<file path="config.mk">
export PLATFORM = sky130hd
export DESIGN_NAME = cfg_item_dma
export DESIGN_NICKNAME = d
export VERILOG_FILES = /design/src/rtl/cfgdma_pkg.sv /design/src/rtl/cfg_item_rom.sv /design/src/rtl/cfg_dma_regs.sv /design/src/rtl/cfg_dma_seq.sv /design/src/rtl/cfg_item_dma.sv
export SDC_FILE = /design/constraint.sdc
export NUM_CORES = 1
export LEC_CHECK = 0
export BUFFER_PORTS_ARGS = -buffer_cell sky130_fd_sc_hd__buf_4
export CAP_MARGIN = 20
export CORE_MARGIN = 5
export CORE_UTILIZATION = 65
export DETAILED_ROUTE_END_ITERATION = 6
export PLACE_DENSITY = 0.87
export SLEW_MARGIN = 20
export SYNTH_ARGS = -nofsm -noshare
export SYNTH_HDL_FRONTEND = slang
export SYNTH_HIERARCHICAL = 1
export SYNTH_SLANG_ARGS = --single-unit
</file>
<file path="constraint.sdc">
create_clock -name clk -period 13.2 [get_ports clk]
set_clock_uncertainty 0.1 [all_clocks]
set_input_delay 2.64 -clock clk [delete_from_list [all_inputs] [get_ports clk]]
set_output_delay 2.64 -clock clk [all_outputs]
set_load 0.05 [all_outputs]
</file>
<file path="src/rtl/cfgdma_pkg.sv">
// Shared constants, engine state type and the item content function.
// Assumes a 32-bit register window with word-aligned offsets.
package cfgdma_pkg;

    localparam logic [4:0] OFF_ADDR_LO = 5'd0;
    localparam logic [4:0] OFF_ADDR_HI = 5'd4;
    localparam logic [4:0] OFF_LEN     = 5'd8;
    localparam logic [4:0] OFF_SKIP    = 5'd12;
    localparam logic [4:0] OFF_CTL     = 5'd16;

    localparam int         CTL_W       = 2;
    localparam logic [1:0] CTL_MASK    = 2'b11;
    localparam int         CTL_ERR     = 0;
    localparam int         CTL_GO      = 1;

    typedef enum logic [1:0] {
        ST_IDLE = 2'd0,
        ST_SKIP = 2'd1,
        ST_COPY = 2'd2
    } eng_state_e;

    // Content of item idx at byte offset off (range checks done by caller).
    function automatic logic [7:0] item_byte(input logic [31:0] idx,
                                             input logic [31:0] off);
        logic [31:0] v;
        v = (idx << 4) + (off * 32'd7) + 32'd1;
        return v[7:0];
    endfunction

endpackage

</file>
<file path="src/rtl/cfg_item_rom.sv">
// Read-only item table, computed rather than stored.
// Gives LANES consecutive bytes starting at the cursor for the selected item.
// Bytes at or past the item's end, and all bytes of a missing item, are zero.
module cfg_item_rom
    import cfgdma_pkg::*;
#(
    parameter int SEL_W     = 16,
    parameter int CUR_W     = 16,
    parameter int NUM_ITEMS = 4,
    parameter int SIZE_BASE = 6,
    parameter int SIZE_STEP = 3,
    parameter int LANES     = 4
) (
    input  logic [SEL_W-1:0]      sel,
    input  logic [CUR_W-1:0]      cursor,
    output logic                  item_ok,
    output logic [LANES-1:0][7:0] lane_byte
);
    localparam int OFF_W = CUR_W + 2;

    logic [31:0] sel_ext;
    logic [31:0] item_len;

    // Selected item number, its validity and its length.
    assign sel_ext  = 32'(sel);
    assign item_ok  = sel_ext < 32'(NUM_ITEMS);
    assign item_len = 32'(SIZE_BASE) + 32'(SIZE_STEP) * sel_ext;

    generate
        for (genvar k = 0; k < LANES; k++) begin : g_lane
            logic [OFF_W-1:0] off;
            logic [31:0]      off_ext;
            // Byte offset for this lane, widened so it cannot overflow.
            assign off       = OFF_W'(cursor) + OFF_W'(k);
            assign off_ext   = 32'(off);
            assign lane_byte[k] = (item_ok && (off_ext < item_len))
                                  ? item_byte(sel_ext, off_ext) : 8'h00;
        end
    endgenerate

endmodule

</file>
<file path="src/rtl/cfg_dma_regs.sv">
// Register window: destination address, length, skip count and control.
// Assumes single-cycle 32-bit writes. Writes are ignored while the go bit is set.
// During a transfer, the address counts up and the length counts down once per accepted byte.
module cfg_dma_regs
    import cfgdma_pkg::*;
#(
    parameter int REG_W = 32
) (
    input  logic               clk,
    input  logic               rst_n,
    input  logic               reg_we,
    input  logic [4:0]         reg_addr,
    input  logic [REG_W-1:0]   reg_wdata,
    output logic [REG_W-1:0]   reg_rdata,
    input  logic               item_ok,
    input  logic               acc,
    input  logic               fin,
    output logic [2*REG_W-1:0] dst_addr,
    output logic [REG_W-1:0]   len_q,
    output logic [REG_W-1:0]   skip_q,
    output logic               busy,
    output logic               start_go
);
    logic [2*REG_W-1:0] addr_q;
    logic [CTL_W-1:0]   ctl_q;
    logic               wr_ok;
    logic               go_req;

    // Write acceptance and start decode.
    assign busy     = ctl_q[CTL_GO];
    assign wr_ok    = reg_we && !busy;
    assign go_req   = wr_ok && (reg_addr == OFF_CTL) && reg_wdata[CTL_GO];
    assign start_go = go_req && item_ok;
    assign dst_addr = addr_q;

    // Register storage, software writes and transfer-time updates.
    always_ff @(posedge clk) begin
        if (!rst_n) begin
            addr_q <= '0;
            len_q  <= '0;
            skip_q <= '0;
            ctl_q  <= '0;
        end else if (wr_ok) begin
            case (reg_addr)
                OFF_ADDR_LO: addr_q[REG_W-1:0]       <= reg_wdata;
                OFF_ADDR_HI: addr_q[2*REG_W-1:REG_W] <= reg_wdata;
                OFF_LEN:     len_q                   <= reg_wdata;
                OFF_SKIP:    skip_q                  <= reg_wdata;
                OFF_CTL: begin
                    if (go_req && !item_ok)
                        ctl_q <= 2'b01;
                    else
                        ctl_q <= reg_wdata[CTL_W-1:0] & CTL_MASK;
                end
                default: ;
            endcase
        end else if (busy) begin
            if (acc) begin
                addr_q <= addr_q + 1'b1;
                len_q  <= len_q - 1'b1;
            end
            if (fin)
                ctl_q[CTL_GO] <= 1'b0;
        end
    end

    // Combinational readback of the window.
    always_comb begin
        case (reg_addr)
            OFF_ADDR_LO: reg_rdata = addr_q[REG_W-1:0];
            OFF_ADDR_HI: reg_rdata = addr_q[2*REG_W-1:REG_W];
            OFF_LEN:     reg_rdata = len_q;
            OFF_SKIP:    reg_rdata = skip_q;
            OFF_CTL:     reg_rdata = REG_W'(ctl_q);
            default:     reg_rdata = '0;
        endcase
    end

endmodule

</file>
<file path="src/rtl/cfg_dma_seq.sv">
// Selector, read cursor and the skip-then-copy sequencer.
// The cursor returns to zero only on a selector write and saturates at its maximum instead of wrapping.
// Assumes start_go is only raised while idle.
module cfg_dma_seq
    import cfgdma_pkg::*;
#(
    parameter int SEL_W = 16,
    parameter int CUR_W = 16,
    parameter int REG_W = 32
) (
    input  logic             clk,
    input  logic             rst_n,
    input  logic             start_go,
    input  logic             sel_we,
    input  logic [SEL_W-1:0] sel_wdata,
    input  logic             data_rd,
    input  logic [3:0]       rd_step,
    input  logic [REG_W-1:0] len_q,
    input  logic [REG_W-1:0] skip_q,
    input  logic             mem_ready,
    output logic [SEL_W-1:0] sel_q,
    output logic [CUR_W-1:0] cursor_q,
    output logic             mem_valid,
    output logic             acc,
    output logic             fin
);
    eng_state_e       st_q;
    logic [REG_W-1:0] skip_left_q;

    // Saturating cursor advance.
    function automatic logic [CUR_W-1:0] cur_add(input logic [CUR_W-1:0] c,
                                                 input logic [3:0] inc);
        logic [CUR_W:0] s;
        s = {1'b0, c} + (CUR_W+1)'(inc);
        return s[CUR_W] ? {CUR_W{1'b1}} : s[CUR_W-1:0];
    endfunction

    // Copy-phase handshake and completion detection.
    always_comb begin
        mem_valid = (st_q == ST_COPY) && (len_q != '0);
        acc       = mem_valid && mem_ready;
        fin       = (st_q == ST_COPY) && (len_q == '0);
    end

    // Sequencer state, skip counter, selector and cursor.
    always_ff @(posedge clk) begin
        if (!rst_n) begin
            st_q        <= ST_IDLE;
            skip_left_q <= '0;
            sel_q       <= '0;
            cursor_q    <= '0;
        end else begin
            case (st_q)
                ST_IDLE: begin
                    if (start_go) begin
                        st_q        <= ST_SKIP;
                        skip_left_q <= skip_q;
                    end else if (sel_we) begin
                        sel_q    <= sel_wdata;
                        cursor_q <= '0;
                    end else if (data_rd) begin
                        cursor_q <= cur_add(cursor_q, rd_step);
                    end
                end
                ST_SKIP: begin
                    if (skip_left_q == '0) begin
                        st_q <= ST_COPY;
                    end else begin
                        skip_left_q <= skip_left_q - 1'b1;
                        cursor_q    <= cur_add(cursor_q, 4'd1);
                    end
                end
                ST_COPY: begin
                    if (fin)
                        st_q <= ST_IDLE;
                    else if (acc)
                        cursor_q <= cur_add(cursor_q, 4'd1);
                end
                default: st_q <= ST_IDLE;
            endcase
        end
    end

endmodule

</file>
<file path="src/rtl/cfg_item_dma.sv">
// Top level: configuration-item read engine with a register window,
// a legacy narrow data port and a byte-wide valid/ready memory write port.
// Assumes the memory side holds mem_ready stable across the clock edge.
module cfg_item_dma
    import cfgdma_pkg::*;
#(
    parameter int SEL_W     = 16,
    parameter int CUR_W     = 16,
    parameter int REG_W     = 32,
    parameter int DATA_W    = 32,
    parameter int NUM_ITEMS = 4,
    parameter int SIZE_BASE = 6,
    parameter int SIZE_STEP = 3
) (
    input  logic                clk,
    input  logic                rst_n,
    input  logic                sel_we,
    input  logic [SEL_W-1:0]    sel_wdata,
    input  logic                data_rd,
    input  logic [1:0]          data_sz,
    output logic [DATA_W-1:0]   data_rdata,
    input  logic                reg_we,
    input  logic [4:0]          reg_addr,
    input  logic [REG_W-1:0]    reg_wdata,
    output logic [REG_W-1:0]    reg_rdata,
    output logic                mem_valid,
    input  logic                mem_ready,
    output logic [2*REG_W-1:0]  mem_addr,
    output logic [7:0]          mem_data
);
    localparam int LANES  = DATA_W / 8;
    localparam int ADDR_W = 2 * REG_W;

    logic [SEL_W-1:0]      sel_q;
    logic [CUR_W-1:0]      cursor_q;
    logic                  item_ok;
    logic [LANES-1:0][7:0] lane_byte;
    logic [REG_W-1:0]      len_q;
    logic [REG_W-1:0]      skip_q;
    logic [ADDR_W-1:0]     dst_addr;
    logic                  busy;
    logic                  start_go;
    logic                  acc;
    logic                  fin;
    logic [3:0]            rd_width;
    logic                  rd_acc;
    logic                  sel_acc;

    // Legacy access width from the size code, capped at the port width.
    always_comb begin
        case (data_sz)
            2'd0:    rd_width = 4'd1;
            2'd1:    rd_width = (LANES >= 2) ? 4'd2 : 4'(LANES);
            default: rd_width = (LANES >= 4) ? 4'd4 : 4'(LANES);
        endcase
    end

    // Selector and legacy reads act only while idle.
    assign sel_acc = sel_we && !busy;
    assign rd_acc  = data_rd && !busy;

    cfg_item_rom #(
        .SEL_W(SEL_W), .CUR_W(CUR_W), .NUM_ITEMS(NUM_ITEMS),
        .SIZE_BASE(SIZE_BASE), .SIZE_STEP(SIZE_STEP), .LANES(LANES)
    ) u_rom (
        .sel(sel_q), .cursor(cursor_q), .item_ok(item_ok), .lane_byte(lane_byte)
    );

    cfg_dma_regs #(.REG_W(REG_W)) u_regs (
        .clk(clk), .rst_n(rst_n), .reg_we(reg_we), .reg_addr(reg_addr),
        .reg_wdata(reg_wdata), .reg_rdata(reg_rdata), .item_ok(item_ok),
        .acc(acc), .fin(fin), .dst_addr(dst_addr), .len_q(len_q),
        .skip_q(skip_q), .busy(busy), .start_go(start_go)
    );

    cfg_dma_seq #(.SEL_W(SEL_W), .CUR_W(CUR_W), .REG_W(REG_W)) u_seq (
        .clk(clk), .rst_n(rst_n), .start_go(start_go), .sel_we(sel_acc),
        .sel_wdata(sel_wdata), .data_rd(rd_acc), .rd_step(rd_width),
        .len_q(len_q), .skip_q(skip_q), .mem_ready(mem_ready),
        .sel_q(sel_q), .cursor_q(cursor_q), .mem_valid(mem_valid),
        .acc(acc), .fin(fin)
    );

    assign mem_addr = dst_addr;
    assign mem_data = lane_byte[0];

    generate
        for (genvar k = 0; k < LANES; k++) begin : g_rd
            // Bytes beyond the access width read as zero.
            assign data_rdata[8*k +: 8] = (4'(k) < rd_width) ? lane_byte[k] : 8'h00;
        end
    endgenerate

endmodule

</file>
After elaboration in Yosys (flattened, before gate mapping)

Cells that the tools add are included.

Flip-flop bits (word level): 196
Input port bits: 61
Output and inout bits: 137
Word-level logic and storage cells: 136

Add/subtract/negate cells: 17
Multipliers: 5
Magnitude comparators: 9
Eq/ne operators: 19
Muxes and demuxes: 40
Bitwise logic cells: 1
Reductions and logical operators: 35

Operators with widths:

| cell                    | number |
|---|---|
| $mux W32                | 8 |
| $mux W64                | 3 |
| $pmux W32 S5            | 1 |
| $mux W16                | 8 |
| $lt A18 B32 Y1          | 3 |
| $add A64 B1 Y64 const B | 1 |
| $logic_not A32 Y1       | 2 |
| $mux W8                 | 8 |
| $pmux W32 S2            | 1 |
| $sub A32 B1 Y32 const B | 2 |
| $pmux W16 S3            | 1 |
| $mul A18 B3 Y8 const B  | 2 |
| $add A16 B1 Y17 const B | 2 |
| $add A16 B2 Y17 const B | 2 |
| $add A3 B32 Y32 const A | 1 |
| $add A8 B1 Y8 const B   | 4 |
| $add A8 B8 Y8           | 4 |
| $lt A16 B32 Y1          | 1 |
| $reduce_bool A32 Y1     | 1 |
| $ne A2 B2 Y1 const B    | 10 |
| $mul A2 B16 Y18 const A | 1 |
| $reduce_and A3 Y1       | 6 |
| $add A16 B3 Y17         | 1 |
| $mul A17 B3 Y8 const B  | 1 |
| 24 further kinds        | 52 |

Longest topological paths before layout

Depth after elaboration: 8
Depth in mapped cells: 22
Mapped depth without buffers: 19

Hierarchy

The synthesis kept the hierarchy.

By module, submodules not included:

| module       | times used | cells an instance | area an instance (µm²) | seq. area each (µm²) |
|---|---|---|---|---|
| cfg_dma_regs | 1          | 1094              | 8374.3                 | 2602.5 |
| cfg_item_rom | 1          | 767               | 6074.6                 | 0.0 |
| cfg_dma_seq  | 1          | 576               | 4371.7                 | 1321.3 |
| cfg_item_dma | 1          | 42                | 264.0                  | 0.0 |

Worst setup path before layout

No wires, ideal clock.

Kind: register -> output
From: register u_seq.sel_q[1]
To: output port data_rdata[0]
Data arrival time: 6.687 ns
Required time: 10.460 ns
Path slack: 3.773 ns
Cell stages (with the launch flop): 20
Path buffers: 2
Cells stage by stage: dfxtp_1 ha_1 inv_1 fa_1 nand2b_1 a21oi_1 xor2_1 and4_1 clkbuf_1 nand2_1 xor2_1 ha_1 or4_1 a211oi_1 a21oi_1 and4_1 a2111oi_4 a211oi_2 o41ai_1 clkbuf_1

Longest elaborated chain between the ends: 6
Elaborated cells between the ends (all ways): 7
Classes of those cells: add/sub: 1; mul: 1; order compare: 2; mux: 2; reduce/logical: 1

RTL lines:

| element                 | line               | source |
|---|---|---|
| start, declared         | cfg_dma_seq.sv:21  | `output logic [SEL_W-1:0] sel_q,` |
| start signal, assigned  | cfg_dma_seq.sv:59  | `sel_q <= sel_wdata;` |
| $mul A2 B16 Y18         | cfg_item_rom.sv:27 | `assign item_len = 32'(SIZE_BASE) + 32'(SIZE_STEP) * sel_ext;` |
| $add A3 B32 Y32         | cfg_item_rom.sv:27 |  |
| $lt A16 B32 Y1          | cfg_item_rom.sv:36 | `assign lane_byte[k] = (item_ok && (off_ext < item_len))` |
| $logic_and A1 B1 Y1 (*) | cfg_item_rom.sv:36 |  |
| $mux W8 (*)             | cfg_item_rom.sv:37 | `? item_byte(sel_ext, off_ext) : 8'h00;` |
| net mem_data[0]         | cfg_item_dma.sv:29 | `output logic [7:0] mem_data` |
| $mux W8 (*)             | cfg_item_dma.sv:90 | `assign data_rdata[8*k +: 8] = (4'(k) < rd_width) ? lane_byte[k] : 8'h00;` |
| end, declared           | cfg_item_dma.sv:21 | `output logic [DATA_W-1:0] data_rdata,` |

Mark *: on every way through the listed nets, which the timed path passes. The rest lies on a longest branch.

Final worst setup path

From: register u_seq.sel_q[1]
To: output port data_rdata[1]

Longest elaborated chain between the ends: 6
Elaborated cells between the ends (all ways): 7
Classes of those cells: add/sub: 1; mul: 1; order compare: 2; mux: 2; reduce/logical: 1

RTL lines:

| element                 | line |
|---|---|
| $mul A2 B16 Y18         | cfg_item_rom.sv:27 |
| $add A3 B32 Y32         | cfg_item_rom.sv:27 |
| $lt A16 B32 Y1          | cfg_item_rom.sv:36 |
| $logic_and A1 B1 Y1 (*) | cfg_item_rom.sv:36 |
| $mux W8 (*)             | cfg_item_rom.sv:37 |
| $mux W8 (*)             | cfg_item_dma.sv:90 |

Mark *: on every way between the ends. The rest lies on a longest branch, timed or not.

==> impl_metrics.env <==
export IMPL_status="completed"
export IMPL_syn_inst=2479
export IMPL_postCtsHoldBufs=0
export IMPL_crit_path_end="data_rdata[1]"
export IMPL_drtIter0Drc=2889
export IMPL_ys_ff_latch=196
export IMPL_postCtsSetupRepairBufs=0
export IMPL_setup_tns_ns=0
export IMPL_ys_async_sr_fraction_pct=0
export IMPL_grt_pass1_wl_mm=110
export IMPL_synth_top_area_cell="dfxtp_1"
export IMPL_regToRegEndpoint="u_regs/dst_addr[44]$_SDFFE_PN0P_"
export IMPL_crit_path_start="u_seq/sel_q[1]$_SDFFE_PN0P_"
export IMPL_dp_hpwl_mm=52.1
export IMPL_antenna_found_initial=0
export IMPL_rr_startpoint="u_regs/len_q[24]$_SDFFE_PN0P_"
export IMPL_synth_area_leaders="dfxtp_1 21%, ha_1 8.5%, nand2_1 6.1%, a21oi_1 5.8%, mux4_2 3.8%"
export IMPL_synth_edff_count=0
export IMPL_crit_fanout=8
export IMPL_rsz0062_at_grt="no"
export IMPL_critPathSlowestCell="dfxtp_1"
export IMPL_yosysSeqAreaShare_pct=20.6
export IMPL_start_util_pct=66.1
export IMPL_top_layer="met4"
export IMPL_max_stage_delay_ns=0.68
export IMPL_yosysUniqueCellTypes=109
export IMPL_grt_max_degree=72
export IMPL_hp_class="register to register"
export IMPL_path_class="register to output pin"
export IMPL_clkLatencyLatePin_ns=0.48
export IMPL_route_met3_wl_mm=7.58
export IMPL_grt_overflow=0
export IMPL_gr_usage_all_layers_pct=41.1
export IMPL_layout_common_cells="309 x nand2_1, 225 x buf_4, 223 x a21oi_1, 196 x dfxtp_1, 170 x nor2_1"
export IMPL_num_vias=21300
export IMPL_slew_viol_final=0
export IMPL_slew_headroom_pct=17.5
export IMPL_cts_tree="yes"
export IMPL_mappedNetlistArea_sq_mm=0.0191
export IMPL_synth_top_area_share_pct=20.6
export IMPL_cts_buffers=17
export IMPL_r2r_cells=11
export IMPL_routed_wirelength_mm=70.9
export IMPL_drive_gt1_share_pct=15.0
export IMPL_dieArea_sq_mm=0.0329
export IMPL_synth_fp_nets=2699
export IMPL_peakVddDrop_mv=0.125
export IMPL_first_pass_iters=6
export IMPL_pin_count=198
export IMPL_regToRegSetupSlack_ns=8.64
export IMPL_dieHeight_microns=181
export IMPL_syn_avg_cell_area_sq_um=7.70
export IMPL_p_per_area_mw_per_mm2=102
export IMPL_wl_per_cell_microns=23.9
export IMPL_remaining_drc_errors=0
export IMPL_syn2layout_area_growth_pct=11.5
export IMPL_holdWs_ns=0.399
export IMPL_setup_viol=0
export IMPL_mostFrequentLayoutCell="nand2_1"
export IMPL_layout_min_cycle_time_ns=9.15
export IMPL_clk_path_buf_depth=2
export IMPL_post_route_period_util_pct=69.3
export IMPL_leakagePower_uw=0.00843
export IMPL_path_clk_slew_ns=0.09
export IMPL_row_count=62
export IMPL_gp_congestion=1.01
export IMPL_wl_met2_mm=31.9
export IMPL_arrival_ns=6.41
export IMPL_clock_sinks=196
export IMPL_drt_antenna_violating_nets=0
export IMPL_fmax_mhz=109
export IMPL_wl_met1_mm=25.5
export IMPL_core_area_sq_mm=0.0289
export IMPL_hold_viol=0
export IMPL_cts_resized=0
export IMPL_crit_required_ns=10.46
export IMPL_viasPerCell=7.19
export IMPL_die_x_microns=181
export IMPL_cts_root_buf="clkbuf_16"
export IMPL_htreeDepth=4
export IMPL_cap_violations=0
export IMPL_ys_warn_count=6
export IMPL_critPathCaptureType="output pin"
export IMPL_tightest_slew_ns=1.23
export IMPL_nNetsFinal=2789
export IMPL_portBuffers=197
export IMPL_first_global_vias=20000
export IMPL_n_fill_cell=2340
export IMPL_start_kind="register"
export IMPL_crit_chain="ha_1 > inv_1 > fa_1 > nand2b_1 > a21oi_1 > xor2_1 > and4_1 > nand2_1 > xor2_1 > ha_1 > or4_1 > a211oi_1 > a21oi_1 > o2111ai_1 > mux2i_1 > a2111oi_4 > a211oi_2 > o41ai_1 > buf_4"
export IMPL_ys_flop_type="dfxtp_1"
## Yosys cell counts, types with 34 or more instances
| cell | number |
|---|---|
| ha_1 | 129 |
| xnor2_1 | 68 |
| nor3_1 | 75 |
| and2_1 | 56 |
| nor2_1 | 172 |
| nand4_1 | 45 |
| o21ai_0 | 112 |
| xor2_1 | 48 |
| o21a_1 | 34 |
| a21oi_1 | 223 |
| clkbuf_1 | 123 |
| inv_1 | 87 |
| nand2_1 | 309 |
| nor4_1 | 42 |
| dfxtp_1 | 196 |
| a31oi_1 | 49 |
| nand3_1 | 88 |
| and3_1 | 34 |
## through the flow
stage          worst slack (ns)  utilization (%)  std cells  total power, uW  area, sq um
3_5_place_dp               4.67             71.5       2933             1600        20600
4_1_cts                    4.12             73.7       2965             2160        21300
5_1_grt                    3.65             73.7       2966             2280        21300
6_report                   4.05             73.7       2967             2180        21300
3_3_place_gp               4.81             71.5       2933             1570        20600
2_1_floorplan              3.77                -       2479             1350        19100
## registers in the layout (all words and copies together), names as in the netlist
name               flops
u_regs/dst_addr       64
u_regs/len_q          32
u_regs/skip_q         32
u_seq/skip_left_q     32
u_seq/cursor_q        16
u_seq/sel_q           16
u_regs/ctl_q           2
u_seq/st_q             2
## power by group
| part | internal, uW | switching (uW) |
|---|---|---|
| combinational | 364 | 612 |
| clock | 262 | 301 |
| sequential | 603 | 35.1 |
| total | 1230 | 949 |
## critical path: cells and delay by family, from the launching register on
kind                     cells  cell delay (ns)
buffers and inverters        2             0.37
multiplexers                 1             0.14
adder cells (fa/ha/maj)      3             0.98
AND/OR/NAND/NOR              4             1.23
flip-flops                   1             0.68
XOR/XNOR                     2             0.58
AO/OA/AOI/OAI                7             1.96
## final cells by class
| type | count | area (sq um) | share of cell area [%] |
|---|---|---|---|
| well taps | 384 | 480 | 2.26 |
| diodes | 1 | 2.50 | 0.0118 |
| clock buffers | 17 | 425 | 2.00 |
| clock inverters | 15 | 206 | 0.971 |
| repair buffers | 226 | 1690 | 7.96 |
| multi-input cells | 2038 | 14200 | 66.8 |
| inverters | 90 | 338 | 1.59 |
| flip-flops and latches | 196 | 3920 | 18.4 |
## worst min-delay path by stage
stage | startpoint | end | slack [ns] | cells past startpoint
6_report | u_regs/skip_q[22]$_SDFFE_PN0P_ | u_regs/skip_q[22]$_SDFFE_PN0P_ | 0.40 | 2
5_1_grt | u_seq/skip_left_q[9]$_SDFFE_PN0P_ | u_seq/skip_left_q[9]$_SDFFE_PN0P_ | 0.42 | 2
3_3_place_gp | u_regs/skip_q[22]$_SDFFE_PN0P_ | u_regs/skip_q[22]$_SDFFE_PN0P_ | 0.37 | 2
4_1_cts | u_seq/skip_left_q[9]$_SDFFE_PN0P_ | u_seq/skip_left_q[9]$_SDFFE_PN0P_ | 0.40 | 2
3_5_place_dp | u_regs/skip_q[22]$_SDFFE_PN0P_ | u_regs/skip_q[22]$_SDFFE_PN0P_ | 0.37 | 2
2_1_floorplan | u_regs/skip_q[11]$_SDFFE_PN0P_ | u_regs/skip_q[11]$_SDFFE_PN0P_ | 0.34 | 2
## routing by layer
metal / vias up / track usage [%]
met3: 380 / 9.39
li1: 9418 / -
met2: 1552 / 66.2
met1: 9971 / 48.6
met5: - / 0
met4: 0 / 28.5
## cells by family (layout without fill, tap and decap cells)
logic type | Yosys count | in the layout | synth area share (%)
AOI/OAI and AO/OA | 722 | 722 | 25.8
xor gates and xnor gates | 117 | 117 | 5.44
adders and majority gates | 159 | 159 | 11.6
buffers and inverters | 245 | 348 | 5.23
DFF | 196 | 196 | 20.6
muxes | 55 | 55 | 5.00
other | 1 | 2 | 0.0196
and+or+nand+nor | 984 | 984 | 26.4
(Power assumes the default switching activity.)
